===== src/rtl/vec_prio_intc.sv =====
module vec_prio_intc #(
  parameter int SYNC_STAGES = 2
) (
  input  logic        clk,
  input  logic        rst_n,
  input  logic [2:0]  xpin,
  input  logic        ev_disp,
  input  logic [3:0]  ev_tmr,
  input  logic        ev_tick,
  input  logic        ev_vsync,
  input  logic        ev_sio,
  input  logic        ev_twi,
  input  logic        brk_req,
  input  logic        cpu_iflag,
  input  logic        irq_ack,
  output logic        irq_pending,
  output logic [15:0] irq_vector,
  output logic        set_iflag,
  input  logic [2:0]  reg_addr,
  input  logic        reg_we,
  input  logic [7:0]  reg_wdata,
  output logic [7:0]  reg_rdata
);
  localparam int NSRC = 12;
  localparam int HI_W = NSRC - 8;

  logic [2:0]      sync_q [SYNC_STAGES];
  logic [2:0]      prev_q, pol_q, pin_now, pin_edge;
  logic [NSRC-1:0] req_q, en_q, set_vec, act, sw_clr, ack_clr;
  logic            rst_pend_q, sel_hit, take_mask, take;
  logic [3:0]      sel_idx;

  function automatic logic [15:0] vec_of(input logic [3:0] i);
    case (i)
      4'd0:    return 16'hFFFC;
      4'd1:    return 16'hFFFA;
      4'd2:    return 16'hFFF8;
      4'd3:    return 16'hFFF4;
      4'd4:    return 16'hFFF2;
      4'd5:    return 16'hFFF0;
      4'd6:    return 16'hFFEE;
      4'd7:    return 16'hFFEC;
      4'd8:    return 16'hFFEA;
      4'd9:    return 16'hFFE8;
      4'd10:   return 16'hFFE6;
      default: return 16'hFFE4;
    endcase
  endfunction

  always_ff @(posedge clk or negedge rst_n) begin
    if (!rst_n) begin
      for (int s = 0; s < SYNC_STAGES; s++) sync_q[s] <= '0;
      prev_q <= '0;
    end else begin
      sync_q[0] <= xpin;
      for (int s = 1; s < SYNC_STAGES; s++) sync_q[s] <= sync_q[s-1];
      prev_q <= sync_q[SYNC_STAGES-1];
    end
  end

  assign pin_now  = sync_q[SYNC_STAGES-1];
  assign pin_edge = (~pol_q & pin_now & ~prev_q) | (pol_q & ~pin_now & prev_q);

  assign set_vec = {pin_edge[2], ev_twi, ev_sio, ev_tmr[0], ev_tmr[1], ev_tmr[2],
                    ev_vsync, ev_tick, ev_tmr[3], pin_edge[0], pin_edge[1], ev_disp};

  assign act = req_q & en_q;

  always_comb begin
    sel_idx = '0;
    sel_hit = 1'b0;
    for (int k = NSRC-1; k >= 0; k--)
      if (act[k]) begin
        sel_idx = 4'(k);
        sel_hit = 1'b1;
      end
  end

  assign take_mask   = !rst_pend_q && sel_hit && !cpu_iflag;
  assign irq_pending = rst_pend_q || take_mask || brk_req;
  assign irq_vector  = rst_pend_q ? 16'hFFFE :
                       take_mask  ? vec_of(sel_idx) :
                       brk_req    ? 16'hFFDE : 16'h0000;
  assign take        = irq_ack && irq_pending;
  assign set_iflag   = take;
  assign ack_clr     = (take && take_mask) ? (NSRC'(1) << sel_idx) : '0;

  always_comb begin
    sw_clr = '0;
    if (reg_we && reg_addr == 3'd0) sw_clr[7:0]      = ~reg_wdata;
    if (reg_we && reg_addr == 3'd1) sw_clr[NSRC-1:8] = ~reg_wdata[HI_W-1:0];
  end

  always_ff @(posedge clk or negedge rst_n) begin
    if (!rst_n) begin
      req_q      <= '0;
      en_q       <= '0;
      pol_q      <= '0;
      rst_pend_q <= 1'b1;
    end else begin
      req_q <= (req_q & ~sw_clr & ~ack_clr) | set_vec;
      if (reg_we && reg_addr == 3'd2) en_q[7:0]      <= reg_wdata;
      if (reg_we && reg_addr == 3'd3) en_q[NSRC-1:8] <= reg_wdata[HI_W-1:0];
      if (reg_we && reg_addr == 3'd4) pol_q          <= reg_wdata[2:0];
      if (take) rst_pend_q <= 1'b0;
    end
  end

  always_comb begin
    case (reg_addr)
      3'd0:    reg_rdata = req_q[7:0];
      3'd1:    reg_rdata = {{(8-HI_W){1'b0}}, req_q[NSRC-1:8]};
      3'd2:    reg_rdata = en_q[7:0];
      3'd3:    reg_rdata = {{(8-HI_W){1'b0}}, en_q[NSRC-1:8]};
      3'd4:    reg_rdata = {5'b0, pol_q};
      default: reg_rdata = 8'h00;
    endcase
  end

  assert_reset_top_R1: assert property (@(posedge clk) disable iff (!rst_n)
    rst_pend_q |-> (irq_pending && irq_vector == 16'hFFFE));

  assert_vec_form_R3: assert property (@(posedge clk) disable iff (!rst_n)
    irq_pending |-> (irq_vector[15:8] == 8'hFF && irq_vector[0] == 1'b0));

  assert_mask_gate_R4: assert property (@(posedge clk) disable iff (!rst_n)
    (cpu_iflag && !rst_pend_q && !brk_req) |-> !irq_pending);

  assert_ack_clears_R5: assert property (@(posedge clk) disable iff (!rst_n)
    (take && take_mask && !set_vec[sel_idx]) |=> !req_q[$past(sel_idx)]);

  assert_grant_single_R5: assert property (@(posedge clk) disable iff (!rst_n)
    $onehot0(ack_clr));

  assert_no_sw_set_R6: assert property (@(posedge clk) disable iff (!rst_n)
    1'b1 |=> ((req_q & ~$past(req_q) & ~$past(set_vec)) == '0));

  assert_set_wins_R9: assert property (@(posedge clk) disable iff (!rst_n)
    (set_vec != '0) |=> ((req_q & $past(set_vec)) == $past(set_vec)));
endmodule


===== config.mk =====
export PLATFORM = sky130hd
export DESIGN_NAME = vec_prio_intc
export DESIGN_NICKNAME = d
export VERILOG_FILES = /design/src/rtl/vec_prio_intc.sv
export SDC_FILE = /design/constraint.sdc
export NUM_CORES = 1
export LEC_CHECK = 0
export ABC_AREA = 1
export BUFFER_PORTS_ARGS = -buffer_cell sky130_fd_sc_hd__buf_4
export CAP_MARGIN = 20
export CORE_MARGIN = 5
export CORE_UTILIZATION = 45
export CTS_CLUSTER_DIAMETER = 30
export DETAILED_ROUTE_END_ITERATION = 7
export GPL_ROUTABILITY_DRIVEN = 1
export PLACE_DENSITY_LB_ADDON = 0.2
export SLEW_MARGIN = 20
export SYNTH_ARGS = -nofsm -noshare
export SYNTH_HDL_FRONTEND = slang
export SYNTH_SLANG_ARGS = --single-unit

===== constraint.sdc =====
create_clock -name clk -period 2.2 [get_ports clk]
set_input_delay 0.55 -clock clk [delete_from_list [all_inputs] [get_ports clk]]
set_output_delay 0.55 -clock clk [all_outputs]
set_load 0.01 [all_outputs]

==> flow_metrics.py <==
metrics = {
    "worst_setup_path": {
        "worst_path_dominant_cell_family": "compound AO/OA/AOI/OAI gates",
        "cpPeakStageDelay_ns": 0.37,
        "path_depth": 11,
        "rr_worst_depth": 13,
        "crit_buf_inv": 3,
        "cp-start-kind": "flop",
        "reg2reg_setup_slack_ns": 0.23,
        "arrival_ns": 2.10,
        "worstReg2RegStart": "en_q[11]",
        "worstReg2RegEnd": "req_q[1]",
        "critical_path_class": "flop to output pin",
        "required_ns": 1.65,
        "crit_path_top_delay_cell": "dfrtp_1",
        "critPathCaptureType": "output pin",
        "path_max_fanout": 4,
        "cp_cell_sequence": "nand2_2 > buf_4 > nand2_4 > a31o_4 > nand2_1 > a21oi_2 > inv_1 > ha_1 > nand2_1 > a31oi_2 > buf_4",
    },
    "timing": {
        "finalHoldViolCount": 0,
        "min_period_over_period_pct": 121,
        "finalMaxSlewViolations": 0,
        "min_period_ns": 2.65,
        "setup_slack_ns": -0.455,
        "rsz0062_at_grt": "yes",
        "setup-violations-final": 17,
        "fmax_ghz": 0.377,
        "fin_worst_skew_ns": 0.00882,
    },
    "floorplanning": {
        "die_y_um": 79.4,
        "die-area_um2": 6300,
        "die_x_um": 79.4,
        "fp-row-count": 25,
        "core_um2": 4690,
        "io_pins": 55,
        "initial_core_util_pct": 46.2,
    },
    "synth": {
        "synth_largest_area_cell": "dfrtp_1",
        "netlist_area_um2": 2170,
        "synth_top_area_share_pct": 41.6,
        "yosys_register_bits": 37,
        "ys_warn_count": 0,
        "synth_cell_types": 31,
        "synth.avg_cell_area_um2": 8.12,
        "yosysMostFrequentCell": "nand2_1",
        "postSynthCellCount": 267,
        "synth_common_cells": "82 x nand2_1, 36 x dfrtp_1, 32 x o21ai_0",
        "async_flop_share_pct": 100,
        "ys_seq_area_share_pct": 42.8,
        "netlist_top_cells_area": "dfrtp_1 42%, nand2_1 14%, o21ai_0 7.4%",
        "ys.flop_type": "dfrtp_1",
        "synth_edf_count": 0,
        "synth_nets": 300,
    },
    "global_route": {
        "antenna_found_initial": 0,
        "grt_max_degree": 38,
        "grt_pass1_vias": 2127,
        "grt_pass1_wl_mm": 9.75,
        "gr-total-overflow": 0,
        "track_usage_pct": 19.9,
    },
    "hold_path": {
        "hold_class": "primary input to asynchronous set/reset pin",
    },
    "placement": {
        "placedInstanceArea_um2": 2860,
        "port_buffers": 53,
        "dp_hpwl_mm": 4.25,
        "place_congestion": 0.851,
    },
    "clock_tree": {
        "path_clk_slew_ns": 0.08,
        "cts_hold_buf": 0,
        "cts_buffers": 5,
        "cts_root_buf": "clkbuf_8",
        "h-tree-depth": 2,
        "cts_tree": "built",
        "clkLatencyLatePin_ns": 0.29,
        "clock-sinks": 37,
        "cts_max_path_buffers": 2,
    },
    "finish": {
        "drive_gt1_share_pct": 45.6,
        "area.growth.synth_to_final_pct": 43.2,
        "multi_input_area_um2": 1110,
        "final.fill_count": 418,
        "num_antenna_cells": 0,
        "fin_area_um2": 3100,
        "nets": 396,
        "seqCellArea_um2": 927,
        "fin_util_pct": 66.1,
    },
    "pwr": {
        "p_leak_nw": 1.50,
        "max-vdd-ir-drop_mv": 0.410,
        "power.density_nw_per_um2": 752,
    },
    "drt": {
        "wl_per_cell_um": 13.5,
        "route.detailed.drc": 0,
        "via_per_inst": 4.96,
        "ant_nets": 0,
        "via_count": 2072,
        "routed_wl_mm": 5.64,
        "firstDrtPassIters": 4,
        "drt_iter0_drc": 114,
    },
    "flow_run": {
        "drv_cap": 0,
    },
    "status": {
        "status": "finished, violations left",
        "violations": "setup timing",
    },
}
-- where the power goes --
group	switching [mW]	total (mW)	internal, mW
Combinational	0.512	1.02	0.511
Sequential	0.0472	0.811	0.764
Clock	0.271	0.500	0.229
-- layout by cell type, fill, tap and decap left out, types with 4 or more instances in the layout --
| cell type | count |
|---|---|
| a21oi_1 | 4 |
| a22o_1 | 4 |
| buf_4 | 91 |
| buf_6 | 10 |
| clkbuf_8 | 5 |
| dfrtp_1 | 36 |
| inv_1 | 24 |
| inv_2 | 4 |
| mux2_2 | 4 |
| nand2_1 | 75 |
| nand2_2 | 9 |
| nor2_1 | 11 |
| nor2_2 | 12 |
| o21ai_0 | 30 |
| o21bai_2 | 10 |
-- state kept, by name (all words and copies together), names as in the netlist --
name,cells
pol_q,3
pin_now,3
req_q,12
rst_pend_q,1
prev_q,3
en_q,12
sync_q,3
-- cell families (layout without fill, tap and decap cells) --
group | after synthesis | in the layout | share of synthesized area [%]
other | 1 | 1 | 0.173
adder cells (fa/ha/maj) | 4 | 4 | 2.31
AND/OR/NAND/NOR | 123 | 124 | 25.2
AO/OA/AOI/OAI | 57 | 57 | 17.4
flip-flops | 37 | 37 | 42.8
multiplexers | 4 | 4 | 2.08
buffers and inverters | 41 | 137 | 9.99
-- cell type report --
| class | count | area share [%] |
|---|---|---|
| Multi-Input combinational cell | 190 | 35.9 |
| Clock inverter | 3 | 0.806 |
| Clock buffer | 5 | 2.22 |
| Inverter | 28 | 3.39 |
| Timing Repair Buffer | 101 | 25.6 |
| Sequential cell | 37 | 29.9 |
| Tap cell | 54 | 2.18 |
-- repair_timing --
| action | CTS | global route |
|---|---|---|
| resized for setup | 19 | 15 |
| gates cloned | 1 | 0 |
| setup buffers | 5 | 0 |
| endpoints found under the setup margin | 16 | 18 |
| pin swaps | 11 | 3 |
-- per-layer routing --
metal	part of all wire (%)	global-route usage (%)	vias to the layer above
met5	0	0	-
met4	1.3	6.53	0
met3	5.7	3.84	7
met2	47	32.8	61
met1	46	26.1	956
li1	-	-	1048
-- worst max-delay path by stage --
stage | startpoint | end
after floorplan | req_q[11] | irq_vector[3]
final | req_q[11] | irq_vector[2]
after global routing | en_q[11] | irq_vector[2]
after CTS | en_q[11] | irq_vector[3]
after detailed placement | req_q[11] | irq_vector[3]
after global placement | req_q[11] | irq_vector[3]
-- metrics by stage --
stage	power, mW	TNS, ns	hold slack, ns	std cells	worst slack [ns]
6_report	2.33	-4.37	0.204	418	-0.455
3_5_place_dp	1.73	-0.264	0.339	404	-0.157
3_3_place_gp	1.72	-0.219	0.332	404	-0.133
5_1_grt	2.51	-6.31	0.240	418	-0.649
4_1_cts	2.30	-3.92	0.221	418	-0.386
2_1_floorplan	1.30	0	0.254	267	0.0000909
Power figures use the tool's default switching activity.
